**config.mk**
```make
export PLATFORM = sky130hd
export DESIGN_NAME = isa_irq_collector
export DESIGN_NICKNAME = d
export VERILOG_FILES = /design/src/rtl/isa_irq_pkg.sv /design/src/rtl/isa_irq_sync.sv /design/src/rtl/isa_irq_ctrl.sv /design/src/rtl/isa_irq_datapath.sv /design/src/rtl/isa_irq_collector.sv
export SDC_FILE = /design/constraint.sdc
export NUM_CORES = 1
export LEC_CHECK = 0
export CORE_ASPECT_RATIO = 1.25
export CORE_UTILIZATION = 48
export DETAILED_ROUTE_END_ITERATION = 16
export PLACE_DENSITY = 0.82
export SLEW_MARGIN = 30
export SYNTH_ARGS = -nofsm -noshare
export SYNTH_HDL_FRONTEND = slang
export SYNTH_HIERARCHICAL = 1
export SYNTH_SLANG_ARGS = --single-unit
```
**constraint.sdc**
```tcl
create_clock -name clk -period 3.4 [get_ports clk]
set_input_delay 0.68 -clock clk [delete_from_list [all_inputs] [get_ports clk]]
set_output_delay 0.68 -clock clk [all_outputs]
set_load 0.01 [all_outputs]
```
**src/rtl/isa_irq_pkg.sv**
```systemverilog
package isa_irq_pkg;

  // Decoded bus strobes handed from control to datapath.
  typedef struct packed {
    logic pendWr;   // acknowledge write to the pending word
    logic pendRd;   // read of the pending word
    logic verRd;    // read of the version byte
    logic otherRd;  // read of an undefined address
  } busStrobe_t;

endpackage

```
**src/rtl/isa_irq_sync.sv**
```systemverilog
module isa_irq_sync #(
  parameter int WIDTH  = 8,
  parameter int STAGES = 2
) (
  input  logic             clk,
  input  logic             rst,
  input  logic [WIDTH-1:0] asyncIn,
  output logic [WIDTH-1:0] syncOut
);

  localparam int LAST = STAGES - 1;

  logic [STAGES-1:0][WIDTH-1:0] stageQ;

  always_ff @(posedge clk) begin
    if (rst) begin
      stageQ <= '0;
    end else begin
      stageQ[0] <= asyncIn;
      for (int k = 1; k < STAGES; k++) begin
        stageQ[k] <= stageQ[k-1];
      end
    end
  end

  assign syncOut = stageQ[LAST];

endmodule

```
**src/rtl/isa_irq_ctrl.sv**
```systemverilog
module isa_irq_ctrl
  import isa_irq_pkg::*;
#(
  parameter int ADDR_W    = 4,
  parameter int PEND_ADDR = 0,
  parameter int VER_ADDR  = 1
) (
  input  logic              busWr,
  input  logic              busRd,
  input  logic [ADDR_W-1:0] busAddr,
  output busStrobe_t        strb
);

  localparam logic [ADDR_W-1:0] PEND_A = ADDR_W'(PEND_ADDR);
  localparam logic [ADDR_W-1:0] VER_A  = ADDR_W'(VER_ADDR);

  logic hitPend;
  logic hitVer;

  always_comb begin
    hitPend      = (busAddr == PEND_A);
    hitVer       = (busAddr == VER_A);
    strb.pendWr  = busWr & hitPend;
    strb.pendRd  = busRd & hitPend;
    strb.verRd   = busRd & hitVer;
    strb.otherRd = busRd & ~hitPend & ~hitVer;
  end

endmodule

```
**src/rtl/isa_irq_datapath.sv**
```systemverilog
module isa_irq_datapath
  import isa_irq_pkg::*;
#(
  parameter int          NUM_SRC     = 8,
  parameter int          DATA_W      = 16,
  parameter int          SYNC_STAGES = 2,
  parameter logic [7:0]  VER_VAL     = 8'h25
) (
  input  logic               clk,
  input  logic               rst,
  input  logic [NUM_SRC-1:0] irqIn,
  input  busStrobe_t         strb,
  input  logic [DATA_W-1:0]  wrData,
  output logic [DATA_W-1:0]  rdData,
  output logic               hostIrq
);

  localparam int PEND_PAD = DATA_W - NUM_SRC;
  localparam int VER_PAD  = DATA_W - 8;

  logic [NUM_SRC-1:0] syncVec;
  logic [NUM_SRC-1:0] prevVec;
  logic [NUM_SRC-1:0] riseVec;
  logic [NUM_SRC-1:0] clrMask;
  logic [NUM_SRC-1:0] pending;
  logic [NUM_SRC-1:0] pendNext;
  logic               anyRd;

  isa_irq_sync #(
    .WIDTH (NUM_SRC),
    .STAGES(SYNC_STAGES)
  ) sync_i (
    .clk    (clk),
    .rst    (rst),
    .asyncIn(irqIn),
    .syncOut(syncVec)
  );

  // Edge detection on the synchronized lines.
  always_ff @(posedge clk) begin
    if (rst) prevVec <= '0;
    else     prevVec <= syncVec;
  end

  always_comb begin
    riseVec  = syncVec & ~prevVec;
    clrMask  = strb.pendWr ? wrData[NUM_SRC-1:0] : '0;
    // A new edge takes precedence over a simultaneous clear.
    pendNext = (pending & ~clrMask) | riseVec;
    anyRd    = strb.pendRd | strb.verRd | strb.otherRd;
  end

  always_ff @(posedge clk) begin
    if (rst) begin
      pending <= '0;
      hostIrq <= 1'b0;
    end else begin
      pending <= pendNext;
      // Any acknowledge write opens a one-cycle gap in the summary.
      hostIrq <= (|pendNext) & ~strb.pendWr;
    end
  end

  always_ff @(posedge clk) begin
    if (rst) begin
      rdData <= '0;
    end else if (anyRd) begin
      if (strb.pendRd)     rdData <= {{PEND_PAD{1'b0}}, pending};
      else if (strb.verRd) rdData <= {{VER_PAD{1'b0}}, VER_VAL};
      else                 rdData <= '0;
    end
  end

  // an edge always leaves its bit set on the next cycle.
  p_set_wins_r5: assert property (@(posedge clk) disable iff (rst)
    (|riseVec) |=> ((pending & $past(riseVec)) == $past(riseVec)));

  // a written one clears its bit unless an edge arrived with it.
  p_ack_clears_r3: assert property (@(posedge clk) disable iff (rst)
    strb.pendWr |=> ((pending & $past(wrData[NUM_SRC-1:0]) & ~$past(riseVec)) == '0));

  // without a write, no pending bit is lost.
  p_hold_r3: assert property (@(posedge clk) disable iff (rst)
    !strb.pendWr |=> ((pending & $past(pending)) == $past(pending)));

  // the summary dips after every acknowledge write.
  p_dip_r7: assert property (@(posedge clk) disable iff (rst)
    strb.pendWr |=> !hostIrq);

  // outside the dip, the summary tracks the pending word.
  p_summary_r6: assert property (@(posedge clk) disable iff (rst)
    !$past(strb.pendWr) |-> (hostIrq == (|pending)));

  // a version read returns the fixed byte.
  p_version_r8: assert property (@(posedge clk) disable iff (rst)
    strb.verRd |=> (rdData == {{VER_PAD{1'b0}}, VER_VAL}));

  // read data holds when no read is strobed.
  p_rd_hold_r10: assert property (@(posedge clk) disable iff (rst)
    !anyRd |=> $stable(rdData));

endmodule

```
**src/rtl/isa_irq_collector.sv**
```systemverilog
module isa_irq_collector
  import isa_irq_pkg::*;
#(
  parameter int         NUM_SRC     = 8,
  parameter int         ADDR_W      = 4,
  parameter int         DATA_W      = 16,
  parameter int         SYNC_STAGES = 2,
  parameter int         PEND_ADDR   = 0,
  parameter int         VER_ADDR    = 1,
  parameter logic [3:0] HW_VERSION  = 4'h2,
  parameter logic [3:0] HW_ISSUE    = 4'h5
) (
  input  logic               clk,
  input  logic               rst,
  input  logic [NUM_SRC-1:0] irqIn,
  input  logic [ADDR_W-1:0]  busAddr,
  input  logic               busWr,
  input  logic [DATA_W-1:0]  busWdata,
  input  logic               busRd,
  output logic [DATA_W-1:0]  busRdata,
  output logic               hostIrq
);

  localparam logic [7:0] VER_VAL = {HW_VERSION, HW_ISSUE};

  busStrobe_t strb;

  isa_irq_ctrl #(
    .ADDR_W   (ADDR_W),
    .PEND_ADDR(PEND_ADDR),
    .VER_ADDR (VER_ADDR)
  ) ctrl_i (
    .busWr  (busWr),
    .busRd  (busRd),
    .busAddr(busAddr),
    .strb   (strb)
  );

  isa_irq_datapath #(
    .NUM_SRC    (NUM_SRC),
    .DATA_W     (DATA_W),
    .SYNC_STAGES(SYNC_STAGES),
    .VER_VAL    (VER_VAL)
  ) dp_i (
    .clk    (clk),
    .rst    (rst),
    .irqIn  (irqIn),
    .strb   (strb),
    .wrData (busWdata),
    .rdData (busRdata),
    .hostIrq(hostIrq)
  );

endmodule

```
==> flow_summary.yaml, run 1 <==
timing:
  finalCritPeriodShare_pct: 56.1
  rsz0062_at_grt: "no"
  fmax_mhz: 524
  fin_setup_tns_ns: 0
  setup_viol: 0
  final_hold_viol_count: 0
  period_needed_ns: 1.91
  fin_skew_ns: 0.00719
  maxSlewViolCount: 0
synth:
  yosysTopAreaCell: "dfxtp_1"
  synth_area_per_cell_um2: 10.0
  synth-main-ff-cell: "dfxtp_1"
  ys_seq_area_share_pct: 52.9
  synth-seq-cells: 41
  yosysMostFrequentCell: "dfxtp_1"
  async_reset_ff_share_pct: 0
  synth_edf_count: 0
  synthCells: 155
  synth.distinct_cells: 22
  synthTopCellsByCount: "41 x dfxtp_1, 19 x nor2b_1, 16 x buf_4"
  synth_warnings: 6
  netlist_area_um2: 1550
  synth_top_cell_area_share_pct: 52.9
  synth_area_leaders: "dfxtp_1 53%, buf_4 7.7%, nor2b_1 7.7%"
routing:
  drt-wirelength-per-cell_um: 10.8
  drt_wl_total_um: 2360
  vias: 1057
  postRouteAntennaNets: 0
  viasPerCell: 4.85
  drtPass1Iterations: 3
  drc: 0
  dr.first_iter.drc_count: 20
clocking:
  cts-buffers-inserted: 5
  worstSkewPairLatency_ns: 0.34
  h-tree-depth: 2
  hold_buffers: 0
  cts_tree: "built"
  path_clk_slew_ns: 0.12
  post_cts_buffers: 0
  root_buffer: "clkbuf_4"
  ctsResizeCount: 0
  cts.sinks: 41
  cts.path.max_buffers: 2
status:
  status: "completed"
die:
  die_h_um: 65.5
  io_pins: 49
  core-area_um2: 3000
  initial_utilization_pct: 51.7
  dieArea_um2: 3460
  fp.dieW_um: 52.8
  num_rows: 22
layout:
  fillCellCount: 268
  final_area_um2: 1880
  instances_no_fill: 218
  area_growth_pct: 21.5
  drive_gt1_share_pct: 17.6
  antenna_cells: 0
  finalNetCount: 213
setup_path:
  path_max_fanout: 2
  worstPathRequired_ns: 2.72
  rr_worst_depth: 4
  r2r-start: "dp_i/sync_i/syncOut[2]$_SDFF_PP0_"
  cp_slowest_stage_delay_ns: 0.54
  critPathCaptureType: "output pin"
  crit_path_cell_trace: "clkdlybuf4s50_1"
  slowest_stage: "clkdlybuf4s50_1"
  cp_num_buf_inv: 1
  start_kind: "register"
  worstSetupPathType: "register to output pin"
  r2r_end: "dp_i/hostIrq$_SDFF_PP0_"
  crit_family: "buffers and inverters"
  r2r_slack_ns: 2.41
  arrival_ns: 1.23
global_route:
  grt_pass1_wl_um: 4030
  grt_max_degree: 34
  antenna_found_initial: 0
  grt-ovfl-total: 0
  grt_use_total_pct: 16.5
  first_global_vias: 1025
hold_path:
  min-delay-start: "dp_i/sync_i/stageQ[4]$_SDFF_PP0_"
  hold_path_class: "register to register"
  whs_path_depth: 1
  min_to: "dp_i/sync_i/syncOut[4]$_SDFF_PP0_"
job:
  max-cap-violations: 0
placement:
  port_buffers: 32
  place_area_um2: 1800
  hpwl_um: 1720
  dp_cells: 210
  gp_congestion: 0.809
power_and_ir_drop:
  powerDensity_nw_per_um2: 484
  peakVddDrop_mv: 0.447
  p_leak_nw: 0.729
## report_power, final
group	internal (mW)	total, mW	leakage (nW)	switching [mW]
clock network	0.175	0.324	0.0445	0.149
registers	0.499	0.506	0.336	0.00681
logic	0.0479	0.0818	0.349	0.0340
## placed cells by master, fill, tap and decap left out
master	instances
dfxtp_1	41
clkdlybuf4s50_1	32
nor2b_1	19
nand2_1	13
nor2_1	12
conb_1	8
a21oi_2	7
nor2b_2	7
a21oi_1	6
and2b_2	6
clkbuf_4	5
nand3b_1	5
inv_1	3
nand2b_1	3
a221oi_1	3
and3_2	2
nand4_1	2
bufinv_16	1
clkinvlp_4	1
clkbuf_8	1
nor2_2	1
and4b_1	1
o31a_1	1
o21a_1	1
buf_4	1
## metrics by stage
stage,hold WS [ns],power [mW],utilization (%),setup slack [ns]
detailed placement,0.421,0.599,59.8,1.14
finish,0.453,0.911,62.8,1.49
CTS,0.455,0.923,62.8,1.47
floorplan,0.415,0.570,-,1.75
global placement,0.419,0.595,59.8,1.19
global route,0.465,0.957,62.8,1.43
## logic make-up (layout without fill, tap and decap cells)
| group | Yosys count | in the layout | share of synthesized area (%) |
|---|---|---|---|
| buffers and inverters | 24 | 44 | 10.7 |
| other | 1 | 8 | 0.242 |
| AO/OA/AOI/OAI | 18 | 18 | 8.64 |
| flip-flops | 41 | 41 | 52.9 |
| AND/OR/NAND/NOR | 71 | 71 | 27.5 |
## registers in the layout, summed over array words and instances (netlist names)
register	count
dp_i/prevVec	8
dp_i/sync_i/stageQ	8
dp_i/hostIrq	1
dp_i/pending	8
dp_i/sync_i/syncOut	8
dp_i/rdData	8
## cell type report
| type | count | area [µm²] | share of cell area [%] |
|---|---|---|---|
| multi-input cells | 97 | 591 | 31.3 |
| repair buffers | 33 | 328 | 17.4 |
| well taps | 36 | 45.0 | 2.39 |
| clock inverters | 2 | 37.5 | 1.99 |
| flip-flops and latches | 41 | 821 | 43.6 |
| clock buffers | 6 | 51.3 | 2.72 |
| inverters | 3 | 11.3 | 0.598 |
## worst max path at each step
stage / from / to / slack, ns / cells past startpoint
floorplan: busAddr[3] / dp_i/hostIrq$_SDFF_PP0_ / 1.75 / 7
global placement: busAddr[3] / dp_i/hostIrq$_SDFF_PP0_ / 1.19 / 7
detailed placement: busAddr[1] / dp_i/hostIrq$_SDFF_PP0_ / 1.14 / 7
CTS: dp_i/rdData[0]$_SDFFE_PP0P_ / busRdata[0] / 1.47 / 1
global route: dp_i/rdData[3]$_SDFFE_PP0P_ / busRdata[3] / 1.43 / 1
finish: dp_i/rdData[0]$_SDFFE_PP0P_ / busRdata[0] / 1.49 / 1
## layer usage
metal | global-route usage [%] | vias up | part of all wire (%)
met2 | 31.3 | 40 | 54
met5 | 0 | - | 0
met1 | 14.1 | 485 | 38
li1 | - | 528 | -
met4 | 7.89 | 0 | 1.6
met3 | 6.94 | 4 | 6.7
Power figures use the tool's default switching activity.
==> inputs of run 2 (changes only) <==
- CORE_UTILIZATION: 48 -> 45
- PLACE_DENSITY: 0.82 -> 0.78
- clock period: 3.4 -> 1.9 ns (I/O delays scaled with it)
==> run 2 against run 1 <==
Net effect: global-route usage fell by 1.4 points; combinational power rose by 86%; first-iteration DRC count fell by 75%; routed wire length fell by 0.80%; critical path depth rose by 6; register-to-register slack got worse by 1.5 ns; via count fell by 3.4%; sequential power rose by 79%; power rose by 74%; critical path type is now primary input to register; highest routed layer unchanged.
==> flow_summary.yaml, run 2 (synthesis gave the netlist of run 1 again) <==
timing:
  hold_ws_ns: 0.442
  final_hold_viol_count: 0
  fmax_mhz: 601
  period_needed_ns: 1.66
  fin_skew_ns: 0.00273
  setup_viol: 0
  maxSlewViolCount: 0
  finalCritPeriodShare_pct: 87.6
  fin_ws_ns: 0.235
  rsz0062_at_grt: "no"
layout:
  mostFrequentLayoutCells: "41 x dfxtp_1, 32 x clkdlybuf4s50_1, 19 x nor2b_1"
  drive_gt1_share_pct: 17.9
  finalNetCount: 215
  mostFrequentLayoutCell: "dfxtp_1"
  area_growth_pct: 23.0
  antenna_cells: 0
  fillCellCount: 291
die:
  core-area_um2: 3250
  num_rows: 23
  initial_utilization_pct: 47.7
  die_h_um: 67.6
  fp.dieW_um: 54.5
  io_pins: 49
  dieArea_um2: 3680
routing:
  drc: 0
  drt-wirelength-per-cell_um: 10.6
  dr.first_iter.drc_count: 5
  drtPass1Iterations: 4
  postRouteAntennaNets: 0
  viasPerCell: 4.62
  drt_wl_total_um: 2340
  vias: 1021
clocking:
  ctsResizeCount: 0
  root_buffer: "clkbuf_8"
  path_clk_slew_ns: 0.07
  cts_tree: "built"
  cts.path.max_buffers: 2
  cts-buffers-inserted: 5
  cts.sinks: 41
  h-tree-depth: 2
  hold_buffers: 0
  worstSkewPairLatency_ns: 0.29
  post_cts_buffers: 0
global_route:
  grt_max_degree: 35
  antenna_found_initial: 0
  grt_use_total_pct: 15.1
  first_global_vias: 961
  grt-ovfl-total: 0
  grt_pass1_wl_um: 3800
hold_path:
  whs_path_depth: 1
  min_to: "dp_i/sync_i/syncOut[5]$_SDFF_PP0_"
  hold_path_class: "register to register"
  min-delay-start: "dp_i/sync_i/stageQ[5]$_SDFF_PP0_"
power_and_ir_drop:
  p_leak_nw: 0.744
  p_seq_share_pct: 57.1
  intPower_mw: 1.24
  clkPwrFrac_pct: 33.3
  powerDensity_nw_per_um2: 831
  pwr-share-comb_pct: 9.6
  power.total_mw: 1.58
  switchingPower_mw: 0.346
  peakVddDrop_mv: 0.550
  switching_share_pct: 21.9
setup_path:
  critPathCaptureType: "register"
  start_kind: "primary input"
  worstPathRequired_ns: 2.08
  r2r-start: "dp_i/sync_i/syncOut[2]$_SDFF_PP0_"
  path_max_fanout: 9
  arrival_ns: 1.85
  worstSetupPathType: "primary input to register"
  r2r_end: "dp_i/hostIrq$_SDFF_PP0_"
  r2r_slack_ns: 0.93
  rr_worst_depth: 4
status:
  status: "completed"
placement:
  port_buffers: 32
  gp_congestion: 0.729
  hpwl_um: 1660
  place_worst_setup_slack_ns: -0.0816
job:
  max-cap-violations: 0
[run 2: cell types whose count changed in the layout (fill, tap and decap cells not counted)]
cell	previous run	this run
bufinv_16	1	0
clkinv_2	0	2
clkbuf_8	1	5
clkbuf_4	5	0
buf_12	0	1
buf_4	1	2
clkinvlp_4	1	0
clkbuf_1	0	1
[run 2: worst max-delay path, cell delays in order]
cell             delay [ns]
clkdlybuf4s50_1        0.44
nor2_2                 0.15
and3_2                 0.30
nand2_1                0.10
a21oi_2                0.18
nand4_1                0.11
o21a_1                 0.19
[run 2: how the worst max path moves through the flow]
stage               start                       to  slack, ns
3_3_place_gp   busAddr[3]  dp_i/hostIrq$_SDFF_PP0_      -0.02
3_5_place_dp   busAddr[3]  dp_i/hostIrq$_SDFF_PP0_      -0.08
4_1_cts        busAddr[3]  dp_i/hostIrq$_SDFF_PP0_       0.23
6_report       busAddr[3]  dp_i/hostIrq$_SDFF_PP0_       0.24
5_1_grt        busAddr[3]  dp_i/hostIrq$_SDFF_PP0_       0.13
2_1_floorplan  busAddr[3]  dp_i/hostIrq$_SDFF_PP0_       0.55
[run 2: per-layer routing]
layer	vias to the layer above	share of wire [%]	track usage (%)
li1	527	-	-
met1	455	39	13.9
met2	33	51	26.1
met3	6	7.2	6.76
met4	0	2.5	9.62
met5	-	0	0
[run 2: power by group through the flow]
| stage | logic, mW | clock network (mW) | registers (mW) |
|---|---|---|---|
| 3_5_place_dp | 0.152 | 0 | 0.925 |
| 4_1_cts | 0.154 | 0.551 | 0.905 |
| 6_report | 0.152 | 0.527 | 0.905 |
| 5_1_grt | 0.168 | 0.586 | 0.908 |
| 3_3_place_gp | 0.148 | 0 | 0.924 |
| 2_1_floorplan | 0.0957 | 0 | 0.924 |
[run 2: layout make-up]
cell class,count,area (µm²),share of cell area (%)
sequential,41,821,43.0
multi-input combinational,97,591,31.0
timing repair buffer,35,355,18.6
clock buffer,6,72.6,3.81
tap,37,46.3,2.43
inverter,3,11.3,0.591
clock inverter,2,10.0,0.525
[run 2: stage by stage]
stage                     setup TNS [ns]  instance area (µm²)  std cells  util, %
final                                  0                 1910        221     58.6
after global routing                   0                 1910        221     58.6
after CTS                              0                 1910        221     58.6
after detailed placement         -0.0816                 1820        213     56.1
after global placement           -0.0208                 1820        213     56.1
after floorplan                        0                 1580        162        -
